--- config.mk ---
export PLATFORM = sky130hd
export DESIGN_NAME = cx_excl_cache
export DESIGN_NICKNAME = d
export VERILOG_FILES = /design/src/rtl/cx_pkg.sv /design/src/rtl/cx_lru_pick.sv /design/src/rtl/cx_level.sv /design/src/rtl/cx_excl_cache.sv
export SDC_FILE = /design/constraint.sdc
export NUM_CORES = 2
export LEC_CHECK = 0
export ABC_AREA = 1
export ABC_CLOCK_PERIOD_IN_PS = 16400
export BUFFER_PORTS_ARGS = -buffer_cell sky130_fd_sc_hd__clkbuf_2
export CORE_ASPECT_RATIO = 0.8
export CORE_MARGIN = 1.5
export CORE_UTILIZATION = 30
export DETAILED_ROUTE_END_ITERATION = 10
export HOLD_SLACK_MARGIN = 0.08
export MAX_ROUTING_LAYER = met4
export PLACE_DENSITY = 0.54
export SYNTH_ARGS = -nofsm -noshare
export SYNTH_HDL_FRONTEND = slang
export SYNTH_HIERARCHICAL = 1
export SYNTH_SLANG_ARGS = --single-unit
--- constraint.sdc ---
create_clock -name clk -period 16.4 [get_ports clk]
set_input_delay 2.46 -clock clk [delete_from_list [all_inputs] [get_ports clk]]
set_output_delay 2.46 -clock clk [all_outputs]
set_load 0.02 [all_outputs]
--- src/rtl/cx_pkg.sv ---
package cx_pkg;
   typedef enum logic [1:0] {
      CX_L1_HIT = 2'd0,
      CX_L2_HIT = 2'd1,
      CX_MISS   = 2'd2
   } cx_outcome_e;

   typedef enum logic [1:0] {
      CX_IDLE = 2'd0,
      CX_LOOK = 2'd1,
      CX_MEM  = 2'd2
   } cx_state_e;
endpackage

--- src/rtl/cx_lru_pick.sv ---
module cx_lru_pick #(
   parameter int WAYS = 2,
   localparam int WW  = (WAYS > 1) ? $clog2(WAYS) : 1
) (
   input  logic [WAYS-1:0]    free_ways,
   input  logic [WAYS*WW-1:0] ranks,
   output logic [WW-1:0]      pick_way,
   output logic               pick_free
);
   generate
      if (WAYS == 1) begin : g_single
         assign pick_way  = '0;
         assign pick_free = free_ways[0];
         logic [WW-1:0] unused_rank;
         assign unused_rank = ranks[WW-1:0];
      end else begin : g_multi
         always_comb begin
            pick_free = |free_ways;
            pick_way  = '0;
            if (pick_free) begin
               for (int w = WAYS - 1; w >= 0; w--)
                  if (free_ways[w]) pick_way = WW'(w);
            end else begin
               for (int w = 0; w < WAYS; w++)
                  if (ranks[w*WW +: WW] == WW'(WAYS - 1)) pick_way = WW'(w);
            end
         end
      end
   endgenerate
endmodule

--- src/rtl/cx_level.sv ---
module cx_level #(
   parameter int ADDR_W = 8,
   parameter int DATA_W = 16,
   parameter int SETS   = 2,
   parameter int WAYS   = 2,
   localparam int SW    = (SETS > 1) ? $clog2(SETS) : 1,
   localparam int WW    = (WAYS > 1) ? $clog2(WAYS) : 1
) (
   input  logic              clk,
   input  logic              rst_n,
   input  logic [ADDR_W-1:0] lk_addr,
   output logic              lk_hit,
   output logic [WW-1:0]     lk_way,
   output logic [DATA_W-1:0] lk_data,
   input  logic              touch_en,
   input  logic              kill_en,
   input  logic              ins_en,
   input  logic [ADDR_W-1:0] ins_addr,
   input  logic [DATA_W-1:0] ins_data,
   output logic              ev_valid,
   output logic [ADDR_W-1:0] ev_addr,
   output logic [DATA_W-1:0] ev_data
);
   logic              vld [SETS][WAYS];
   logic [ADDR_W-1:0] tg  [SETS][WAYS];
   logic [DATA_W-1:0] dat [SETS][WAYS];
   logic [WW-1:0]     rk  [SETS][WAYS];

   logic [SW-1:0] ls, is;
   generate
      if (SETS > 1) begin : g_idx
         assign ls = lk_addr[SW-1:0];
         assign is = ins_addr[SW-1:0];
      end else begin : g_noidx
         assign ls = '0;
         assign is = '0;
      end
   endgenerate

   logic [WAYS-1:0] hv;
   always_comb begin
      lk_way  = '0;
      lk_data = '0;
      for (int w = 0; w < WAYS; w++) begin
         hv[w] = vld[ls][w] && (tg[ls][w] == lk_addr);
         if (hv[w]) begin
            lk_way  = WW'(w);
            lk_data = dat[ls][w];
         end
      end
   end
   assign lk_hit = |hv;

   logic [WAYS-1:0]    free_m;
   logic [WAYS*WW-1:0] rk_flat;
   always_comb begin
      for (int w = 0; w < WAYS; w++) begin
         free_m[w] = !vld[is][w] || (kill_en && (is == ls) && (lk_way == WW'(w)));
         rk_flat[w*WW +: WW] = rk[is][w];
      end
   end

   logic [WW-1:0] pw;
   logic          pfree;
   cx_lru_pick #(.WAYS(WAYS)) u_pick (
      .free_ways(free_m),
      .ranks    (rk_flat),
      .pick_way (pw),
      .pick_free(pfree)
   );

   assign ev_valid = !pfree;
   assign ev_addr  = tg[is][pw];
   assign ev_data  = dat[is][pw];

   always_ff @(posedge clk) begin
      if (!rst_n) begin
         for (int s = 0; s < SETS; s++)
            for (int w = 0; w < WAYS; w++) begin
               vld[s][w] <= 1'b0;
               rk[s][w]  <= WW'(w);
            end
      end else begin
         if (kill_en) vld[ls][lk_way] <= 1'b0;
         if (touch_en) begin
            for (int w = 0; w < WAYS; w++)
               if (rk[ls][w] < rk[ls][lk_way]) rk[ls][w] <= rk[ls][w] + 1'b1;
            rk[ls][lk_way] <= '0;
         end
         if (ins_en) begin
            vld[is][pw] <= 1'b1;
            for (int w = 0; w < WAYS; w++)
               if (rk[is][w] < rk[is][pw]) rk[is][w] <= rk[is][w] + 1'b1;
            rk[is][pw] <= '0;
         end
      end
   end

   always_ff @(posedge clk) begin
      if (ins_en) begin
         tg[is][pw]  <= ins_addr;
         dat[is][pw] <= ins_data;
      end
   end


   dup_line_chk: assert property (@(posedge clk) disable iff (!rst_n) $onehot0(hv))
      else $error("line present in two ways of one set");

   one_op_chk: assert property (@(posedge clk) disable iff (!rst_n) !(touch_en && ins_en))
      else $error("touch and insert in the same cycle");

   ins_mru_chk: assert property (@(posedge clk) disable iff (!rst_n)
      (ins_en && !kill_en) |=> (lk_addr != $past(ins_addr)) || lk_hit || $past(lk_addr) != lk_addr)
      else $error("inserted line not found");
endmodule

--- src/rtl/cx_excl_cache.sv ---
module cx_excl_cache
   import cx_pkg::*;
#(
   parameter int ADDR_W  = 8,
   parameter int DATA_W  = 16,
   parameter int L1_SETS = 2,
   parameter int L1_WAYS = 2,
   parameter int L2_SETS = 4,
   parameter int L2_WAYS = 16,
   localparam int W1W    = (L1_WAYS > 1) ? $clog2(L1_WAYS) : 1,
   localparam int W2W    = (L2_WAYS > 1) ? $clog2(L2_WAYS) : 1
) (
   input  logic              clk,
   input  logic              rst_n,
   input  logic              req_valid,
   output logic              req_ready,
   input  logic [ADDR_W-1:0] req_addr,
   output logic              resp_valid,
   output logic [DATA_W-1:0] resp_data,
   output logic [1:0]        resp_code,
   output logic              mem_req_valid,
   output logic [ADDR_W-1:0] mem_req_addr,
   input  logic              mem_rsp_valid,
   input  logic [DATA_W-1:0] mem_rsp_data
);
   if (L1_WAYS < 1 || L2_WAYS < 1) begin : g_bad_ways
      $error("associativity must be at least one");
   end
   if ((L1_SETS & (L1_SETS - 1)) != 0 || (L2_SETS & (L2_SETS - 1)) != 0) begin : g_bad_sets
      $error("set counts must be powers of two");
   end
   if (ADDR_W < $clog2(L1_SETS) || ADDR_W < $clog2(L2_SETS)) begin : g_bad_addr
      $error("address too narrow for set index");
   end

   cx_state_e         st;
   logic [ADDR_W-1:0] cur_addr;

   logic              l1_hit, l2_hit;
   logic [W1W-1:0]    l1_way;
   logic [W2W-1:0]    l2_way;
   logic [DATA_W-1:0] l1_data, l2_data;
   logic              l1_ev_v, l2_ev_v;
   logic [ADDR_W-1:0] l1_ev_a, l2_ev_a;
   logic [DATA_W-1:0] l1_ev_d, l2_ev_d;

   logic look, l1_touch, swap, fill, l1_ins, l2_ins;
   assign look     = (st == CX_LOOK);
   assign l1_touch = look && l1_hit;
   assign swap     = look && !l1_hit && l2_hit;
   assign fill     = (st == CX_MEM) && mem_rsp_valid;
   assign l1_ins   = swap || fill;
   assign l2_ins   = l1_ins && l1_ev_v;

   cx_level #(.ADDR_W(ADDR_W), .DATA_W(DATA_W), .SETS(L1_SETS), .WAYS(L1_WAYS)) u_l1 (
      .clk(clk), .rst_n(rst_n),
      .lk_addr(cur_addr), .lk_hit(l1_hit), .lk_way(l1_way), .lk_data(l1_data),
      .touch_en(l1_touch), .kill_en(1'b0),
      .ins_en(l1_ins), .ins_addr(cur_addr),
      .ins_data(fill ? mem_rsp_data : l2_data),
      .ev_valid(l1_ev_v), .ev_addr(l1_ev_a), .ev_data(l1_ev_d)
   );

   cx_level #(.ADDR_W(ADDR_W), .DATA_W(DATA_W), .SETS(L2_SETS), .WAYS(L2_WAYS)) u_l2 (
      .clk(clk), .rst_n(rst_n),
      .lk_addr(cur_addr), .lk_hit(l2_hit), .lk_way(l2_way), .lk_data(l2_data),
      .touch_en(1'b0), .kill_en(swap),
      .ins_en(l2_ins), .ins_addr(l1_ev_a), .ins_data(l1_ev_d),
      .ev_valid(l2_ev_v), .ev_addr(l2_ev_a), .ev_data(l2_ev_d)
   );

   logic [W1W+DATA_W-1:0] unused_sig;
   assign unused_sig = {l1_way, l2_ev_d};
   logic [W2W-1:0] unused_l2w;
   assign unused_l2w = l2_way;

   always_ff @(posedge clk) begin
      if (!rst_n) begin
         st         <= CX_IDLE;
         cur_addr   <= '0;
         resp_valid <= 1'b0;
         resp_data  <= '0;
         resp_code  <= CX_L1_HIT;
      end else begin
         resp_valid <= 1'b0;
         case (st)
            CX_IDLE: if (req_valid) begin
               cur_addr <= req_addr;
               st       <= CX_LOOK;
            end
            CX_LOOK: begin
               if (l1_hit) begin
                  resp_valid <= 1'b1;
                  resp_data  <= l1_data;
                  resp_code  <= CX_L1_HIT;
                  st         <= CX_IDLE;
               end else if (l2_hit) begin
                  resp_valid <= 1'b1;
                  resp_data  <= l2_data;
                  resp_code  <= CX_L2_HIT;
                  st         <= CX_IDLE;
               end else begin
                  st <= CX_MEM;
               end
            end
            CX_MEM: if (mem_rsp_valid) begin
               resp_valid <= 1'b1;
               resp_data  <= mem_rsp_data;
               resp_code  <= CX_MISS;
               st         <= CX_IDLE;
            end
            default: st <= CX_IDLE;
         endcase
      end
   end

   assign req_ready     = (st == CX_IDLE);
   assign mem_req_valid = (st == CX_MEM);
   assign mem_req_addr  = cur_addr;


   excl_chk: assert property (@(posedge clk) disable iff (!rst_n) look |-> !(l1_hit && l2_hit))
      else $error("line valid in both levels");

   spill_new_chk: assert property (@(posedge clk) disable iff (!rst_n)
      (l2_ins && l2_ev_v) |-> (l2_ev_a != l1_ev_a))
      else $error("spilled line already in second level");

   mem_hold_chk: assert property (@(posedge clk) disable iff (!rst_n)
      (mem_req_valid && !mem_rsp_valid) |=> (mem_req_valid && $stable(mem_req_addr)))
      else $error("memory request dropped early");

   busy_chk: assert property (@(posedge clk) disable iff (!rst_n) mem_req_valid |-> !req_ready)
      else $error("request accepted while fetching");

   miss_code_chk: assert property (@(posedge clk) disable iff (!rst_n)
      $rose(resp_valid) && resp_code == CX_MISS |-> $past(mem_req_valid && mem_rsp_valid))
      else $error("miss reported without a fetch");

   code_range_chk: assert property (@(posedge clk) disable iff (!rst_n) resp_valid |-> resp_code != 2'd3)
      else $error("illegal outcome code");
endmodule

# Yosys cells after proc, flatten, opt, wreduce, memory -nomap -nowiden
# Memory sizes are Yosys's and may differ from the RTL's. A register that Yosys moved wholly into a read port is not among the register bits.
# Cells that the tools add are included.
dict set report totals {
  reg_bits 29
  ramBits 1960
  input_bits 28
  out_inout_bits 29
  word_cells 601
  mem_count 8
}
# memory words width read_ports rd_clocked_by_memory_dff write_ports line
set memory_table {}
lappend memory_table {u_l2.dat 4 256 1 1 1 cx_level.sv:26} ;# logic [DATA_W-1:0] dat [SETS][WAYS];
lappend memory_table {u_l2.tg 4 128 1 1 1 cx_level.sv:25} ;# logic [ADDR_W-1:0] tg [SETS][WAYS];
lappend memory_table {u_l2.rk 4 64 1 0 4 cx_level.sv:27} ;# logic [WW-1:0] rk [SETS][WAYS];
lappend memory_table {u_l1.dat 2 32 1 1 1 cx_level.sv:26}
lappend memory_table {u_l2.vld 4 16 2 1 4 cx_level.sv:24} ;# logic vld [SETS][WAYS];
lappend memory_table {u_l1.tg 2 16 1 1 1 cx_level.sv:25}
lappend memory_table {{+2 memories} - - - - - -}
dict set report classes {
  n_addsub 18
  order_cmp 28
  n_eq_ne 54
  muxes 318
  bitwise_logic 74
  reduce_logical 96
}
# op n
set ops {}
lappend ops {{16-bit two-way mux} 34}
lappend ops {{256-bit two-way mux} 1}
lappend ops {{64-bit two-way mux} 3}
lappend ops {{1-bit two-way mux} 189}
lappend ops {{4-bit two-way mux} 42}
lappend ops {{8-bit == test} 18}
lappend ops {{128-bit two-way mux} 1}
lappend ops {{4-bit == test (second input constant)} 23}
lappend ops {{1-bit OR} 70}
lappend ops {{4-bit by 1-bit adder with 4-bit output (second input constant)} 16}
lappend ops {{16-bit demux with 4-bit select} 1}
lappend ops {{4-bit < comparator} 16}
lappend ops {{16-bit OR reduction} 4}
lappend ops {{64-bit OR reduction} 1}
lappend ops {{2-bit two-way mux} 24}
lappend ops {{1-bit logical AND} 44}
lappend ops {{8-bit two-way mux} 5}
lappend ops {{8-bit demux with 4-bit select} 1}
lappend ops {{32-bit two-way mux} 1}
lappend ops {{16-bit case mux with 2 select lines} 1}
lappend ops {{1-bit zero test} 20}
lappend ops {{1-bit logical OR} 17}
lappend ops {{4-bit binary-select mux with 4-bit select} 1}
lappend ops {{16-bit demux with 1-bit select} 1}
lappend ops {{31 further kinds} 54}

# Depth between registers and ports, before layout
dict set report depth {
  word_depth 49
  ltp_mapped 67
  ltp_nobuf 59
}

# Cells and area by module
# The synthesis kept the hierarchy.
# mod n_inst cells_each area_per_inst_um2 seq_area_each_um2
set modules_own_cells {}
lappend modules_own_cells {{cx_level (u_l2)} 1 9304 94745.9 55092.8}
lappend modules_own_cells {{cx_level (u_l1)} 1 625 5332.6 3072.9}
lappend modules_own_cells {cx_excl_cache 1 333 1880.6 580.6}
lappend modules_own_cells {{cx_lru_pick (u_l2.u_pick)} 1 100 539.3 0.0}
lappend modules_own_cells {{cx_lru_pick (u_l1.u_pick)} 1 3 13.8 0.0}

# Worst setup path after synthesis
# No wires, ideal clock.
dict set report synth_timing {
  path_kind {register to register}
  startpoint {register cur_addr[0], in the netlist mem_req_addr[0]}
  endpoint {memory u_l2/rk[2][12] (netlist name), enable pin}
  setup_ps 313
  arrival_ps 12283
  required_ps 16087
  path_slack_ps 3805
  stages_incl_launch_ff 52
  path_cell_list {dfxtp_1 buf_2 inv_1 clkbuf_1 clkbuf_1 nand2_1 nand2_1 o21ai_0 nor2_1 nor2_1 inv_1 o21ai_0 o22ai_1 inv_1 nand2_1 clkbuf_1 clkbuf_1 clkbuf_1 (+16 left out) nand2_1 inv_1 nor2_1 inv_1 clkbuf_1 clkbuf_1 o22ai_1 o21ai_0 nand2_1 a2111oi_0 ha_1 o211ai_1 nand2_1 o21ai_0 and2_1 clkbuf_1 inv_1 nand3_1}
}
# item line
set synth_lines {}
lappend synth_lines {{from (decl)} cx_excl_cache.sv:37} ;# logic [ADDR_W-1:0] cur_addr;
lappend synth_lines {{from (signal assigned)} cx_excl_cache.sv:88} ;# cur_addr <= req_addr;
lappend synth_lines {{to (decl)} cx_level.sv:27}

==> run_results.csv <==
group,metric,value,unit
timing,min_period,11.97,ns
timing,setup_viol,0,
timing,fin_ws,4.43,ns
clock_network,cts_tree,"yes",
floorplanning,dieArea,314000,µm²
timing,setup_tns,0,ns
final_layout,final_cell_area,105000,µm²
placement,dp_cells,12700,
timing,slew-limit-headroom,0.0507,
placement,placed_cell_area,98300,µm²
route,drtAntennaViolNets,0,
worst_setup_path,crit_top_cell,"nand2_1",
global_route,grt_pass1_vias,64600,
worst_setup_path,arrival,12.52,ns
worst_setup_path,cp-start-kind,"register",
timing,rsz0062_at_grt,"no",
floorplanning,row_count,182,
clock_network,clk_pin_slew,0.06,ns
global_route,grt_max_degree,169,
floorplanning,die_h,501,µm
final_layout,instances_no_fill,13100,
timing,finalHoldViolations,0,
worst_setup_path,critical_path_class,"reg2reg",
floorplanning,initial_core_util,0.302,
clock_network,htreeDepth,4,
route,dr.pass1.iters,7,
route,remaining_drc_errors,0,
clock_network,worstSkewPairLatency,0.89,ns
clock_network,clk_path_buf_depth,4,
floorplanning,die_w,626,µm
placement,port_buffers,56,
final_layout,drive_gt1_frac,0.0854,
power,fin_total_pwr,12.4,mW
placement,hpwl,201000,µm
final_layout,n_fill_cell,30400,
clock_network,cts_num_sinks,1989,
synthesis,synth_warnings,6,
global_route,antenna_found_initial,19,
clock_network,cts_root_buffer,"clkbuf_16",
synthesis,syn_area,93200,µm²
placement,gp_congestion,0.980,
final_layout,regArea,58800,µm²
power,ir_drop,0.0000848,V
floorplanning,core_area,308000,µm²
worst_setup_path,critPathMaxFanout,50,
timing,period_share,0.730,
clock_network,cts_buffers,207,
outcome,run_status,"complete, no violations",
worst_setup_path,worst_setup_path_end_kind,"register",
clock_network,cts-hold-fix-buffers,0,
synthesis,syn_inst,8902,
hold_path,hp-class,"reg2reg",
route,drt-total-wl,317000,µm
route,drtIter0Drc,9117,
worst_setup_path,slowest_stage,"buf_4",
timing,drv_slew,0,
route,via_per_inst,5.28,
clock_network,cts_resized,0,
timing,worst_pin_slew,1.42,ns
placement,post-place-ws,4.64,ns
floorplanning,ios,57,
global_route,grt_pass1_wl,456000,µm
synthesis,avgSynthCellArea,10.5,µm²
run,cap_violations,0,
timing,hold_ws,0.466,ns
timing,final.setup_skew,0.0839,ns
global_route,track_usage,0.201,
clock_network,postCtsSetupBuffers,0,
global_route,grt-ovfl-total,0,
timing,clock.fmax,0.0835,GHz
final_layout,utilization,0.340,
power,leakagePower,37.5,nW
final_layout,synthToLayoutAreaGrowth,12.5,%
route,post_drt_wl_per_cell,24.2,µm
route,dr_total_vias,69300,
final_layout,finish.net_count,8968,
final_layout,multi_input_area,28700,µm²
worst_setup_path,worstPathRequired,16.94,ns
power,powerDensity,118,nW/µm²
worst_setup_path,r2r_slack,4.43,ns
worst_setup_path,slowest_delay,0.79,ns
==> path summary, 6_finish.rpt <==
kind | endpoint | cells after the start | from
setup / recovery | u_l2/rk[2][32] | 54 | mem_req_addr[0]
hold / removal | resp_code[0] | 2 | resp_code[0]
setup reg to reg | u_l2/rk[2][32] | 54 | mem_req_addr[0]
hold reg to reg | resp_code[0] | 2 | resp_code[0]
==> final cells by class <==
class | instances | area share
sequential | 1989 | 0.560
multi-input combinational | 5344 | 0.274
clock buffer | 264 | 0.0522
tap | 4140 | 0.0494
inverter | 1012 | 0.0365
timing repair buffer | 255 | 0.0176
clock inverter | 107 | 0.0100
antenna | 14 | 0.000334
==> flip-flops by register name, indices dropped and copies added, names as in the netlist <==
name          cells
u_l2/dat       1024
u_l2/tg         512
u_l2/rk         256
u_l1/dat         64
u_l2/vld         64
u_l1/tg          32
resp_data        16
mem_req_addr      8
u_l1/rk           4
u_l1/vld          4
resp_code         2
st                2
resp_valid        1
==> report_power, final <==
group	switching, mW	leakage (nW)	internal (mW)	total (mW)
logic	1.49	16.7	0.525	2.02
registers	0.0393	17.6	5.68	5.72
clock network	1.99	3.17	2.65	4.64
total	3.52	37.5	8.86	12.4
==> routing by layer <==
| metal | vias up | track usage | share of wire |
|---|---|---|---|
| met5 | - | - | 0 |
| met4 | 0 | 0.0494 | 0.025 |
| met3 | 437 | 0.0361 | 0.092 |
| met2 | 3207 | 0.287 | 0.42 |
| met1 | 34400 | 0.293 | 0.46 |
| li1 | 31200 | - | - |
==> critical path: cells and delay by family, from the launching register on <==
kind                       cells  cell delay [ns]
and+or+nand+nor               35             5.79
adders and majority gates      1             0.38
buffers and inverters          7             3.08
AOI/OAI and AO/OA             11             1.71
DFF                            1             0.52
==> cell usage in the layout, fill, tap and decap left out, drive strengths merged, types with 9 or more instances in the layout <==
cell type and count:
o31ai 14, o21ai 451, xor2 51, edfxtp 1891, a221oi 100, diode 14, inv 1010, buf 200
o22ai 301, ha 131, clkinv 82, dfxtp 98, a31oi 10, or2 36, o221ai 155, nor3 25
nand2 1728, o21a 80, o2111ai 10, o211ai 84, bufinv 19, nor2 898, a22o 37, and2 9
a22oi 260, nand4 62, a21oi 258, a41oi 13, clkbuf 319, nand3 541, a211oi 32
(Power assumes the default switching activity.)
